<file path="src/rtl/pw_gate_pkg.sv">
// Shared types for the password-gated access controller.
// Assumes command codes are fixed by the surrounding command decoder.
package pw_gate_pkg;

    // Command codes presented on cmd_kind
    localparam logic [2:0] CMD_RD_MEM = 3'd1;
    localparam logic [2:0] CMD_COPY   = 3'd2;
    localparam logic [2:0] CMD_WR_SP  = 3'd3;
    localparam logic [2:0] CMD_RD_SP  = 3'd4;

    // Number of echoed address/status bytes ahead of a copy pattern
    localparam int ECHO_BYTES = 3;

    typedef enum logic [1:0] {
        ST_IDLE = 2'd0,
        ST_ECHO = 2'd1,
        ST_PASS = 2'd2,
        ST_HOLD = 2'd3
    } gate_state_e;

endpackage

</file>
<file path="src/rtl/pw_key_store.sv">
// Key and enable-byte register file.
// Snoops the store write port and captures bytes whose address falls on
// a key byte or the enable location. All other addresses are ignored.
// Assumes one byte per write and a synchronous active-low reset.
module pw_key_store #(
    parameter int                  PW_BYTES = 8,
    parameter int                  ADDR_W   = 16,
    parameter logic [ADDR_W-1:0]   RO_BASE  = 16'h7FC0,
    parameter logic [ADDR_W-1:0]   RW_BASE  = 16'h7FC8,
    parameter logic [ADDR_W-1:0]   EN_ADDR  = 16'h7FD0
) (
    input  logic                    clk,
    input  logic                    rst_n,
    input  logic                    wr_en,
    input  logic [ADDR_W-1:0]       wr_addr,
    input  logic [7:0]              wr_data,
    output logic [8*PW_BYTES-1:0]   ro_key,
    output logic [8*PW_BYTES-1:0]   rw_key,
    output logic [7:0]              en_byte
);

    // One register byte per key position, for both keys
    for (genvar g = 0; g < PW_BYTES; g++) begin : g_key_byte
        localparam logic [ADDR_W-1:0] RO_AT = ADDR_W'(RO_BASE + g);
        localparam logic [ADDR_W-1:0] RW_AT = ADDR_W'(RW_BASE + g);

        // Capture read-only key byte g
        always_ff @(posedge clk) begin
            if (!rst_n)
                ro_key[8*g +: 8] <= '0;
            else if (wr_en && wr_addr == RO_AT)
                ro_key[8*g +: 8] <= wr_data;
        end

        // Capture read/write key byte g
        always_ff @(posedge clk) begin
            if (!rst_n)
                rw_key[8*g +: 8] <= '0;
            else if (wr_en && wr_addr == RW_AT)
                rw_key[8*g +: 8] <= wr_data;
        end
    end

    // Capture the enable byte; reset value keeps checking off
    always_ff @(posedge clk) begin
        if (!rst_n)
            en_byte <= 8'h00;
        else if (wr_en && wr_addr == EN_ADDR)
            en_byte <= wr_data;
    end

endmodule

</file>
<file path="src/rtl/pw_run_match.sv">
// Running byte-serial comparator for two keys.
// Holds one match flag per key. Each accepted byte ANDs in the result of
// comparing it with the key byte picked by idx, so the host pattern is
// never stored. The *_nxt outputs include the byte currently presented,
// which lets the sequencer decide in the same cycle as the last byte.
module pw_run_match #(
    parameter int PW_BYTES = 8,
    parameter int IDX_W    = 3
) (
    input  logic                    clk,
    input  logic                    rst_n,
    input  logic                    clr,
    input  logic                    step,
    input  logic [IDX_W-1:0]        idx,
    input  logic [7:0]              byte_in,
    input  logic [8*PW_BYTES-1:0]   ro_key,
    input  logic [8*PW_BYTES-1:0]   rw_key,
    output logic                    ro_ok_nxt,
    output logic                    rw_ok_nxt
);

    logic ro_ok;
    logic rw_ok;
    logic [7:0] ro_sel;
    logic [7:0] rw_sel;

    // Pick the key bytes for this position and fold in the new byte
    always_comb begin
        ro_sel    = ro_key[idx*8 +: 8];
        rw_sel    = rw_key[idx*8 +: 8];
        ro_ok_nxt = ro_ok && (byte_in == ro_sel);
        rw_ok_nxt = rw_ok && (byte_in == rw_sel);
    end

    // Hold the running flags; clr re-arms them before a new pattern
    always_ff @(posedge clk) begin
        if (!rst_n) begin
            ro_ok <= 1'b1;
            rw_ok <= 1'b1;
        end else if (clr) begin
            ro_ok <= 1'b1;
            rw_ok <= 1'b1;
        end else if (step) begin
            ro_ok <= ro_ok_nxt;
            rw_ok <= rw_ok_nxt;
        end
    end

endmodule

</file>
<file path="src/rtl/pw_gate_seq.sv">
// Command sequencer for the access gate.
// Takes one command, then (for a copy) the three echo bytes, then the
// pattern bytes, and issues a single grant or deny pulse. It then waits
// for bus_reset. Owns the AA status flag.
// Assumes ADDR_W is 16 (echo uses two address bytes) and PW_BYTES >= 4.
module pw_gate_seq
    import pw_gate_pkg::*;
#(
    parameter int          PW_BYTES = 8,
    parameter int          ADDR_W   = 16,
    parameter int          IDX_W    = 3,
    parameter logic [7:0]  KEY_ON   = 8'hAA
) (
    input  logic                clk,
    input  logic                rst_n,
    input  logic                bus_reset,
    input  logic                cmd_valid,
    input  logic [2:0]          cmd_kind,
    input  logic                byte_valid,
    input  logic [7:0]          byte_data,
    input  logic [ADDR_W-1:0]   ta_addr,
    input  logic [6:0]          es_low,
    input  logic [7:0]          en_byte,
    input  logic                ro_ok_nxt,
    input  logic                rw_ok_nxt,
    output logic                match_clr,
    output logic                match_step,
    output logic [IDX_W-1:0]    idx,
    output logic                grant,
    output logic                deny,
    output logic                copy_done,
    output logic                aa_flag
);

    localparam logic [IDX_W-1:0] LAST_PW   = IDX_W'(PW_BYTES - 1);
    localparam logic [IDX_W-1:0] LAST_ECHO = IDX_W'(ECHO_BYTES - 1);

    gate_state_e      st;
    logic [IDX_W-1:0] cnt;
    logic             is_copy;
    logic             echo_ok;
    logic [7:0]       echo_exp;
    logic             echo_ok_nxt;
    logic             bypass;
    logic             pw_pass;

    // Expected echo byte for the current position, and running echo match
    always_comb begin
        case (cnt)
            IDX_W'(0): echo_exp = ta_addr[7:0];
            IDX_W'(1): echo_exp = ta_addr[15:8];
            default:   echo_exp = {aa_flag, es_low};
        endcase
        echo_ok_nxt = echo_ok && (byte_data == echo_exp);
    end

    // Key verdict including the byte now presented
    always_comb begin
        bypass  = (en_byte != KEY_ON);
        pw_pass = bypass || (is_copy ? rw_ok_nxt : (ro_ok_nxt || rw_ok_nxt));
    end

    // Drive the comparator: re-arm while idle, step on pattern bytes
    always_comb begin
        match_clr  = (st == ST_IDLE);
        match_step = (st == ST_PASS) && byte_valid;
        idx        = cnt;
    end

    // Sequence commands, issue decision pulses and maintain AA
    always_ff @(posedge clk) begin
        if (!rst_n) begin
            st        <= ST_IDLE;
            cnt       <= '0;
            is_copy   <= 1'b0;
            echo_ok   <= 1'b1;
            grant     <= 1'b0;
            deny      <= 1'b0;
            copy_done <= 1'b0;
            aa_flag   <= 1'b0;
        end else begin
            grant     <= 1'b0;
            deny      <= 1'b0;
            copy_done <= 1'b0;
            if (bus_reset) begin
                st <= ST_IDLE;
            end else begin
                case (st)
                    ST_IDLE: begin
                        cnt     <= '0;
                        echo_ok <= 1'b1;
                        if (cmd_valid) begin
                            case (cmd_kind)
                                CMD_RD_MEM: begin
                                    is_copy <= 1'b0;
                                    st      <= ST_PASS;
                                end
                                CMD_COPY: begin
                                    is_copy <= 1'b1;
                                    st      <= ST_ECHO;
                                end
                                CMD_WR_SP: begin
                                    aa_flag <= 1'b0;
                                    grant   <= 1'b1;
                                    st      <= ST_HOLD;
                                end
                                CMD_RD_SP: begin
                                    grant <= 1'b1;
                                    st    <= ST_HOLD;
                                end
                                default: ;
                            endcase
                        end
                    end
                    ST_ECHO: begin
                        if (byte_valid) begin
                            echo_ok <= echo_ok_nxt;
                            if (cnt == LAST_ECHO) begin
                                cnt <= '0;
                                if (echo_ok_nxt) begin
                                    st <= ST_PASS;
                                end else begin
                                    deny <= 1'b1;
                                    st   <= ST_HOLD;
                                end
                            end else begin
                                cnt <= cnt + 1'b1;
                            end
                        end
                    end
                    ST_PASS: begin
                        if (byte_valid) begin
                            if (cnt == LAST_PW) begin
                                st <= ST_HOLD;
                                if (pw_pass) begin
                                    grant <= 1'b1;
                                    if (is_copy) begin
                                        copy_done <= 1'b1;
                                        aa_flag   <= 1'b1;
                                    end
                                end else begin
                                    deny <= 1'b1;
                                end
                            end else begin
                                cnt <= cnt + 1'b1;
                            end
                        end
                    end
                    default: ;
                endcase
            end
        end
    end

endmodule

</file>
<file path="src/rtl/pw_gate_ctrl.sv">
// Top of the password-gated memory access controller.
// Joins the key store, the running comparator and the command sequencer.
// Assumes the command decoder presents one command per bus transaction
// and asserts bus_reset between transactions.
module pw_gate_ctrl #(
    parameter int PW_BYTES = 8,
    parameter int ADDR_W   = 16
) (
    input  logic                clk,
    input  logic                rst_n,
    input  logic                bus_reset,
    input  logic                cmd_valid,
    input  logic [2:0]          cmd_kind,
    input  logic                byte_valid,
    input  logic [7:0]          byte_data,
    input  logic [ADDR_W-1:0]   ta_addr,
    input  logic [6:0]          es_low,
    input  logic                st_wr_en,
    input  logic [ADDR_W-1:0]   st_wr_addr,
    input  logic [7:0]          st_wr_data,
    output logic                grant,
    output logic                deny,
    output logic                copy_done,
    output logic                aa_flag
);

    localparam int IDX_W = $clog2(PW_BYTES);

    logic [8*PW_BYTES-1:0] ro_key;
    logic [8*PW_BYTES-1:0] rw_key;
    logic [7:0]            en_byte;
    logic                  ro_ok_nxt;
    logic                  rw_ok_nxt;
    logic                  match_clr;
    logic                  match_step;
    logic [IDX_W-1:0]      idx;

    pw_key_store #(
        .PW_BYTES (PW_BYTES),
        .ADDR_W   (ADDR_W)
    ) u_store (
        .clk     (clk),
        .rst_n   (rst_n),
        .wr_en   (st_wr_en),
        .wr_addr (st_wr_addr),
        .wr_data (st_wr_data),
        .ro_key  (ro_key),
        .rw_key  (rw_key),
        .en_byte (en_byte)
    );

    pw_run_match #(
        .PW_BYTES (PW_BYTES),
        .IDX_W    (IDX_W)
    ) u_match (
        .clk       (clk),
        .rst_n     (rst_n),
        .clr       (match_clr),
        .step      (match_step),
        .idx       (idx),
        .byte_in   (byte_data),
        .ro_key    (ro_key),
        .rw_key    (rw_key),
        .ro_ok_nxt (ro_ok_nxt),
        .rw_ok_nxt (rw_ok_nxt)
    );

    pw_gate_seq #(
        .PW_BYTES (PW_BYTES),
        .ADDR_W   (ADDR_W),
        .IDX_W    (IDX_W)
    ) u_seq (
        .clk        (clk),
        .rst_n      (rst_n),
        .bus_reset  (bus_reset),
        .cmd_valid  (cmd_valid),
        .cmd_kind   (cmd_kind),
        .byte_valid (byte_valid),
        .byte_data  (byte_data),
        .ta_addr    (ta_addr),
        .es_low     (es_low),
        .en_byte    (en_byte),
        .ro_ok_nxt  (ro_ok_nxt),
        .rw_ok_nxt  (rw_ok_nxt),
        .match_clr  (match_clr),
        .match_step (match_step),
        .idx        (idx),
        .grant      (grant),
        .deny       (deny),
        .copy_done  (copy_done),
        .aa_flag    (aa_flag)
    );

endmodule

</file>
<file path="config.mk">
export PLATFORM = sky130hd
export DESIGN_NAME = pw_gate_ctrl
export DESIGN_NICKNAME = d
export VERILOG_FILES = /design/src/rtl/pw_gate_pkg.sv /design/src/rtl/pw_key_store.sv /design/src/rtl/pw_run_match.sv /design/src/rtl/pw_gate_seq.sv /design/src/rtl/pw_gate_ctrl.sv
export SDC_FILE = /design/constraint.sdc
export NUM_CORES = 1
export LEC_CHECK = 0
export BUFFER_PORTS_ARGS = -buffer_cell sky130_fd_sc_hd__buf_2
export CORE_ASPECT_RATIO = 0.7
export CORE_UTILIZATION = 37
export DETAILED_ROUTE_END_ITERATION = 12
export GPL_TIMING_DRIVEN = 1
export HOLD_SLACK_MARGIN = 0.08
export PLACE_DENSITY_LB_ADDON = 0.1
export SLEW_MARGIN = 20
export SYNTH_ARGS = -nofsm -noshare
export SYNTH_HDL_FRONTEND = slang
export SYNTH_SLANG_ARGS = --single-unit
export TNS_END_PERCENT = 30
</file>
<file path="constraint.sdc">
create_clock -name clk -period 2.9 [get_ports clk]
set_input_delay 0.29 -clock clk [delete_from_list [all_inputs] [get_ports clk]]
set_output_delay 0.29 -clock clk [all_outputs]
set_load 0.03 [all_outputs]
</file>
After elaboration in Yosys (flattened, before gate mapping)
Cells that the tools add are included.
{ "classes": {"add_sub_neg": 1, "eq_ne": 40, "shifts": 2, "muxes": 39, "bitwise_logic": 6, "reduce_logical": 38} }
{ "op_table": {"columns": ["cell", "count"], "rows": [
  ["== test 16 x 15 -> 1 bit, second input constant", 17],
  ["variable part select 64 x 7 -> 8 bit", 2],
  ["== test 8 bit", 3],
  ["logical AND 1 bit", 21],
  ["two-way mux 1 bit", 21],
  ["one-hot mux 8 bit (2 select lines)", 1],
  ["two-way mux 3 bit", 4],
  ["one-hot mux 2 bit (3 select lines)", 2],
  ["two-way mux 2 bit", 5],
  ["inequality test 2 bit, second input constant", 5],
  ["one-hot mux 1 bit (2 select lines)", 5],
  ["== test 3 x 2 -> 1 bit, second input constant", 3],
  ["one-hot mux 3 bit (3 select lines)", 1],
  ["inequality test 2 x 1 -> 1 bit, second input constant", 4],
  ["inequality test 8 bit, second input constant", 1],
  ["AND reduction 8 bit", 1],
  ["AND reduction 7 bit", 1],
  ["== test 3 x 1 -> 1 bit, second input constant", 2],
  ["== test 3 bit, second input constant", 2],
  ["inverter 1 bit", 6],
  ["nonzero test 2 bit", 3],
  ["OR reduction 2 bit", 3],
  ["OR reduction 6 bit", 1],
  ["AND reduction 5 bit", 1],
  ["10 further kinds", 11]
]} }
{ "totals": {"ff_bits": 149, "output_inout_bits": 4, "elab_cells": 153} }

Depth between registers and ports, before layout
Gate-level depths: netlist (run 1).
{ "depth": {"ltp_word": 10, "depth_mapped": 12, "ltp_nobuf": 8} }

By module
From an unflattened synthesis (run 1), not the netlist that was laid out.
{ "unflattened": {"cells_unflattened": 718, "hier_area_um2": 7467.2} }
{ "modules_own_cells": {"columns": ["mod", "n_inst", "cells_per_inst", "area_per_inst_um2", "seq_area_each_um2"], "rows": [
  ["pw_key_store", 1, 481, 5104.9, 2722.6],
  ["pw_run_match", 1, 106, 1272.5, 40.0],
  ["pw_gate_seq", 1, 131, 1089.8, 220.2]
]} }

Worst setup path after synthesis (run 1)
No wires, ideal clock.
{ "synth_path": {"path_kind": "register to register", "from": "register u_seq.cnt[1], in the netlist u_seq.idx[1]", "to": "register u_seq.st[0]", "t_arrival_ns": 2.656, "required_time_ns": 2.778, "path_slack_ns": 0.122, "stages_incl_launch_ff": 13, "path_buffers": 4, "period_less_slack_ns": 2.778, "cell_sequence": "dfxtp_1 -> buf_6 -> buf_12 -> buf_2 -> inv_1 -> ha_1 -> clkbuf_1 -> o21bai_1 -> a2bb2oi_1 -> xnor2_1 -> nor4_1 -> a21boi_0 -> o311a_1"} }
{ "synth_via": {"elab_chain_len": 8, "word_cells_on_any_way": 14, "cone_classes": "eq/ne (6); mux (5); reduce/logical (3)"} }
{ "synth_lines": {"columns": ["item", "line", "text"], "rows": [
  ["start, declared", "pw_gate_seq.sv:39", "logic [IDX_W-1:0] cnt;"],
  ["start signal, assigned", "pw_gate_seq.sv:127", "cnt <= cnt + 1'b1;"],
  ["start signal, assigned", "pw_gate_seq.sv:145", "cnt <= cnt + 1'b1;"],
  ["== test 3 x 1 -> 1 bit / logical NOT 3 bit (equally long branches)", "pw_gate_seq.sv:49", "case (cnt)"],
  ["one-hot mux 8 bit (2 select lines)", "pw_gate_seq.sv:49", null],
  ["== test 8 bit", "pw_gate_seq.sv:54", "echo_ok_nxt = echo_ok && (byte_data == echo_exp);"],
  ["logical AND 1 bit", "pw_gate_seq.sv:54", null],
  ["two-way mux 1 bit", "pw_gate_seq.sv:120", "if (echo_ok_nxt) begin"],
  ["two-way mux 2 bit", "pw_gate_seq.sv:118", "if (cnt == LAST_ECHO) begin"],
  ["two-way mux 2 bit", "pw_gate_seq.sv:116", "if (byte_valid) begin"],
  ["one-hot mux 2 bit (3 select lines)", "pw_gate_seq.sv:88", "case (st)"],
  ["end signal, assigned", "pw_gate_seq.sv:86", "st <= ST_IDLE;"],
  ["end signal, assigned", "pw_gate_seq.sv:121", "st <= ST_PASS;"],
  ["end signal, assigned", "pw_gate_seq.sv:124", "st <= ST_HOLD;"],
  ["end, declared", "pw_gate_seq.sv:38", "gate_state_e st;"]
]} }
Several ways; a longest one is shown, not always the timed one. The select of a mux whose other input is x is not followed.
A chain may end at the register's enable or synchronous reset.

Worst setup path after layout (run 1)
{ "layout_path": {"from": "register u_seq.cnt[2], in the netlist u_seq.idx[2]", "to": "register u_seq.st[0]"} }
The elaborated chain is that of the path after synthesis.

==> reports/qor.yml, run 1 <==
status: "finished, final reports clean"
leakagePower_nw: 3.513
synthTopCellsByArea: "dfxtp_1 (40%), mux2i_1 (13%), a21oi_1 (5.1%), nand3_1 (4.7%), nor2_1 (4.5%)"
drt_iter0_markers: 542
stdcell_area_mm2: 0.008593
die_w_um: 171.2
grt_pass1_vias: 5988
max_freq_ghz: 0.3763
top_layer: "met4"
hpwl_um: 14440
cpMaxStageDelayCell: "dfxtp_2"
r2r_start: "u_seq.idx[2]$_SDFFE_PN0P_"
ctsHoldBuffers: 0
worst-path-buf-inv: 1
numCtsBuffers: 17
yosys.area.top_type: "dfxtp_1"
cp_top_family: "compound AO/OA/AOI/OAI gates"
finalHoldViolations: 0
rr_endpoint: "u_seq.st[0]$_SDFFE_PP0P_"
port_buffers: 67
worstPathMaxFanout: 19
ioPinCount: 68
grt_max_degree: 143
critPathRequiredTime_ns: 3.22
drtPass1Iterations: 5
relSlewSlack_pct: 54.80
yosys_warnings: 0
clk_pin_slew_worst_paths_ns: 0.06
postPlaceCellArea_mm2: 0.008016
clk_latency_ns: 0.43
h-tree-depth: 4
async_flop_share_pct: 0
hp-class: "in -> reg"
gp_congestion: 0.7957
placed_cells: 1087
cts.sinks: 149
syn_area_per_cell_um2: 9.290
rrSetupSlack_ns: 0.24
cp-endpoint: "u_seq.st[0]$_SDFFE_PP0P_"
power_density_mw_per_mm2: 520.4
start_util_pct: 38.54
dpl_worst_slack_ns: 0.2339
wl_met1_um: 10870
min_period_over_period_pct: 91.63
final_common_cell: "dfxtp_1"
vias: 6171
met3_length_um: 1323
maxSlewViolCount: 0
synthCells: 798
drive_gt1_share_pct: 18.13
rows: 42
worst_pin_slew_ns: 0.6780
fin_setup_tns_ns: 0
path_cells: "buf_4, o21bai_1, a2bb2oi_1, xnor2_1, nor4_1, a21boi_0, o311a_1"
multi_input_area_mm2: 0.004130
synth_top_area_share_pct: 40.24
startpoint_type: "register"
n_antenna_cell: 0
setup_viol: 0
cts-root-buf: "clkbuf_16"
routed_wl_um: 21870
maxCapViolations: 0
drc_errors: 0
slowest_delay_ns: 0.65
layout.cells.non_filler: 1119
die-area_mm2: 0.02062
crit_type: "reg -> reg"
die_h_um: 120.4
rsz0062_at_grt: "false"
syn-num-nets: 871
fillers: 1905
path_depth: 7
overflow: 0
setup.worst_path.end_class: "register"
arrival_ns: 2.97
cts_buffer_depth: 2
track_usage_pct: 21.98
syn_area_mm2: 0.007413
vias_per_cell: 5.515
nets: 915
cts-resized-gates: 0
ys_seq_area_share_pct: 40.24
startpoint: "u_seq.idx[2]$_SDFFE_PN0P_"
r2r_cells: 7
antenna_found_initial: 0
grt_pass1_wl_um: 33880
synth-main-ff-cell: "dfxtp_1"
finClkSkew_ns: 0.009841
layout_setup_ws_ns: 0.2429
core_mm2: 0.01923
synth_edf_count: 0
cts_tree: "built"
final_cell_mix: "dfxtp_1 (147), mux2i_1 (95), nor2_1 (88)"
ant_nets: 0
area_growth_pct: 15.92
postCtsSetupBuffers: 0
post_drt_wl_per_cell_um: 19.54
regArea_mm2: 0.002985
ir_drop_mv: 0.2949
wl_met2_um: 9450
min_period_ns: 2.657
synth_cell_types: 59
ys_seq_elements: 149
final_util_pct: 44.68
## registers in the layout, indices dropped and copies added, names as in the netlist
signal,count
u_seq.grant,1
u_seq.deny,1
u_seq.is_copy,1
u_seq.st,2
u_seq.echo_ok,1
u_seq.idx,3
u_match.rw_ok,1
u_store.en_byte,8
u_seq.copy_done,1
u_match.ro_ok,1
u_seq.aa_flag,1
u_store.ro_key,64
u_store.rw_key,64
## per-layer routing
metal,vias to the layer above,GRT usage (%)
li1,2948,-
met1,3015,31.68
met2,187,32.83
met3,21,4.877
met4,0,5.859
met5,-,0
## kinds of logic (layout without fill, tap and decap cells)
group | after synthesis | after routing | share of synthesized area, %
AND/OR/NAND/NOR | 294 | 294 | 18.97
multiplexers | 128 | 128 | 22.04
buffers and inverters | 72 | 129 | 4.456
flip-flops | 149 | 149 | 40.24
AO/OA/AOI/OAI | 125 | 125 | 10.30
adder cells (fa/ha/maj) | 9 | 9 | 1.519
XOR/XNOR | 21 | 21 | 2.481
## per-stage QoR
step                power (mW)  hold slack [ns]
floorplan                2.253           0.3813
global placement         2.357           0.4390
detailed placement       2.361           0.4439
CTS                      4.521           0.1024
global route             4.635           0.1154
finish                   4.472           0.1161
## power by group
part           internal [mW]  leakage [nW]  switching, mW
Sequential              2.05          1.20        0.00430
Clock                   1.24         0.278          0.916
Combinational         0.0904          2.03          0.171
## Yosys cell counts (4+ instances only)
cell       instances
a21oi_1           75
xnor2_1           21
buf_4              4
mux4_1            11
and3_1             5
nand4_1            7
mux4_2            13
nor3_1             5
ha_1               9
nand4b_1           4
o2bb2ai_1          4
mux2i_1           95
o21ai_0            6
dfxtp_1          149
a2bb2oi_1          4
mux2_2             9
buf_2              4
clkbuf_1          52
nand2b_1           8
inv_1              7
nor2_1            88
a22oi_1            9
nand3_1           69
nand2_1           85
## how the worst min path moves through the flow
stage,cells after the start,slack [ns],to,start
CTS,2,0.10,u_seq.echo_ok$_SDFFE_PN1P_,rst_n
detailed placement,2,0.44,u_store.rw_key[17]$_SDFFE_PN0P_,u_store.rw_key[17]$_SDFFE_PN0P_
global placement,2,0.44,u_store.ro_key[42]$_SDFFE_PN0P_,u_store.ro_key[42]$_SDFFE_PN0P_
finish,2,0.12,u_seq.echo_ok$_SDFFE_PN1P_,rst_n
global route,2,0.12,u_seq.echo_ok$_SDFFE_PN1P_,rst_n
floorplan,1,0.38,u_seq.echo_ok$_SDFFE_PN1P_,rst_n
## final cells by class
class                   instances  share of cell area [%]
clock buffers                  20                   5.315
clock inverters                12                   1.398
inverters                       8                  0.3786
multi-input cells             577                   48.06
flip-flops and latches        149                   34.74
well taps                     264                   3.844
repair buffers                 89                   6.261
Note: power is estimated with default switching activity, not from simulation.
==> run 2, diff against run 1 <==
PLACE_DENSITY = 0.52   (was not set)
PLACE_DENSITY_LB_ADDON = not set   (was 0.1)
REMOVE_ABC_BUFFERS = 1   (was not set)
==> reports/qor.yml, run 2 (same netlist as run 1, synthesis figures left out) <==
status: "finished, final reports clean"
max_freq_ghz: 0.3936
track_usage_pct: 22.55
ioPinCount: 68
path_cells: "inv_1, ha_1, o21bai_1, a2bb2oi_1, xnor2_1, nor4_1, a21boi_0, o311a_1"
h-tree-depth: 4
grt_pass1_vias: 5943
rows: 42
clk_pin_slew_worst_paths_ns: 0.06
antenna_found_initial: 0
area_growth_pct: 17.32
setup.worst_path.end_class: "register"
min_to: "u_seq.echo_ok$_SDFFE_PN1P_"
n_antenna_cell: 0
rrSetupSlack_ns: 0.36
r2r_start: "u_seq.idx[0]$_SDFFE_PN0P_"
hpwl_um: 15590
post_drt_wl_per_cell_um: 19.88
cts-root-buf: "clkbuf_16"
rr_endpoint: "u_seq.st[0]$_SDFFE_PP0P_"
die_h_um: 120.4
cts_tree: "built"
hp-class: "in -> reg"
worst_pin_slew_ns: 0.9024
die-area_mm2: 0.02062
cpMaxStageDelayCell: "nor4_1"
hold_start: "rst_n"
clk_latency_ns: 0.43
cts_buffer_depth: 2
min_period_over_period_pct: 87.60
worstPathMaxFanout: 9
rsz0062_at_grt: "false"
finalHoldViolations: 0
grt_max_degree: 66
startpoint_type: "register"
layout.cells.non_filler: 1123
top_regs: "u_store.ro_key x64, u_store.rw_key x64, u_store.en_byte x8"
postCtsSetupBuffers: 0
arrival_ns: 2.86
overflow: 0
r2r_cells: 8
ant_nets: 0
fin_setup_tns_ns: 0
maxCapViolations: 0
nets: 920
dpl_worst_slack_ns: 0.4154
vias: 6221
start_util_pct: 38.54
die_w_um: 171.2
finClkSkew_ns: 0.008709
core_mm2: 0.01923
min_period_ns: 2.541
drive_gt1_share_pct: 18.39
gp_congestion: 0.8818
cts.sinks: 149
vias_per_cell: 5.540
maxSlewViolCount: 0
crit_type: "reg -> reg"
critPathRequiredTime_ns: 3.22
hold_depth: 2
ir_drop_mv: 0.3683
placed_cells: 1092
slowest_delay_ns: 0.40
power_mw: 4.815
leakagePower_nw: 3.577
routed_wl_um: 22330
cts-resized-gates: 0
drc_errors: 0
relSlewSlack_pct: 39.28
port_buffers: 67
final_cell_mix: "dfxtp_1 (147), mux2i_1 (95), nor2_1 (88)"
drtPass1Iterations: 5
power_density_mw_per_mm2: 553.7
final_util_pct: 45.22
setup_viol: 0
grt_pass1_wl_um: 34430
numCtsBuffers: 17
layout_setup_ws_ns: 0.3595
drt_iter0_markers: 466
final_common_cell: "dfxtp_1"
ctsHoldBuffers: 0
[run 2: cell count changes in the layout (fill, tap and decap cells not counted), moves of 2 or more]
cell	before	now
buf_12	3	1
buf_4	19	26
bufinv_16	1	5
clkbuf_8	2	5
clkinv_4	5	1
inv_6	3	0
[run 2: how the worst max path moves through the flow]
| stage | startpoint | end | slack, ns |
|---|---|---|---|
| floorplan | st_wr_addr[15] | u_store.ro_key[24]$_SDFFE_PN0P_ | -1.03 |
| global placement | u_seq.idx[1]$_SDFFE_PN0P_ | u_seq.deny$_SDFF_PP0_ | 0.49 |
| detailed placement | u_seq.idx[0]$_SDFFE_PN0P_ | u_seq.st[0]$_SDFFE_PP0P_ | 0.42 |
| CTS | u_seq.idx[0]$_SDFFE_PN0P_ | u_seq.st[0]$_SDFFE_PP0P_ | 0.40 |
| global route | u_seq.idx[0]$_SDFFE_PN0P_ | u_seq.st[0]$_SDFFE_PP0P_ | 0.19 |
| finish | u_seq.idx[0]$_SDFFE_PN0P_ | u_seq.st[0]$_SDFFE_PP0P_ | 0.36 |
[run 2: stage by stage]
step                instance area, µm²  hold slack (ns)
finish                            8697           0.1182
global route                      8697           0.1233
CTS                               8697           0.1022
detailed placement                8029           0.4448
global placement                  8029           0.4399
floorplan                         7113           0.3797
[run 2: cell type report]
| type | count | area (µm²) |
|---|---|---|
| multi-input cells | 577 | 4130 |
| inverters | 8 | 32.53 |
| clock inverters | 7 | 166.4 |
| well taps | 264 | 330.3 |
| clock buffers | 24 | 501.7 |
| fillers | 1864 | 10540 |
| repair buffers | 94 | 550.5 |
| flip-flops and latches | 149 | 2985 |
[run 2: where the power goes]
part	switching [mW]	internal (mW)	total (mW)
sequential	0.00472	2.05	2.06
clock	0.849	1.64	2.49
combinational	0.181	0.0896	0.271
[run 2: routing by layer]
metal | GRT usage (%) | wire, µm | vias up
li1 | - | - | 2954
met1 | 32.00 | 10850 | 3085
met2 | 34.93 | 10140 | 159
met3 | 4.517 | 1110 | 23
met4 | 5.525 | 227 | 0
met5 | 0 | 0 | -
[run 2: worst max-delay path, delay by kind of cell, from the launching register on]
| family | cells | cell delay (ns) |
|---|---|---|
| flops | 1 | 0.37 |
| fa+ha+maj | 1 | 0.34 |
| buf+inv | 1 | 0.08 |
| xor+xnor | 1 | 0.14 |
| compound gates | 4 | 1.10 |
| simple gates | 1 | 0.40 |
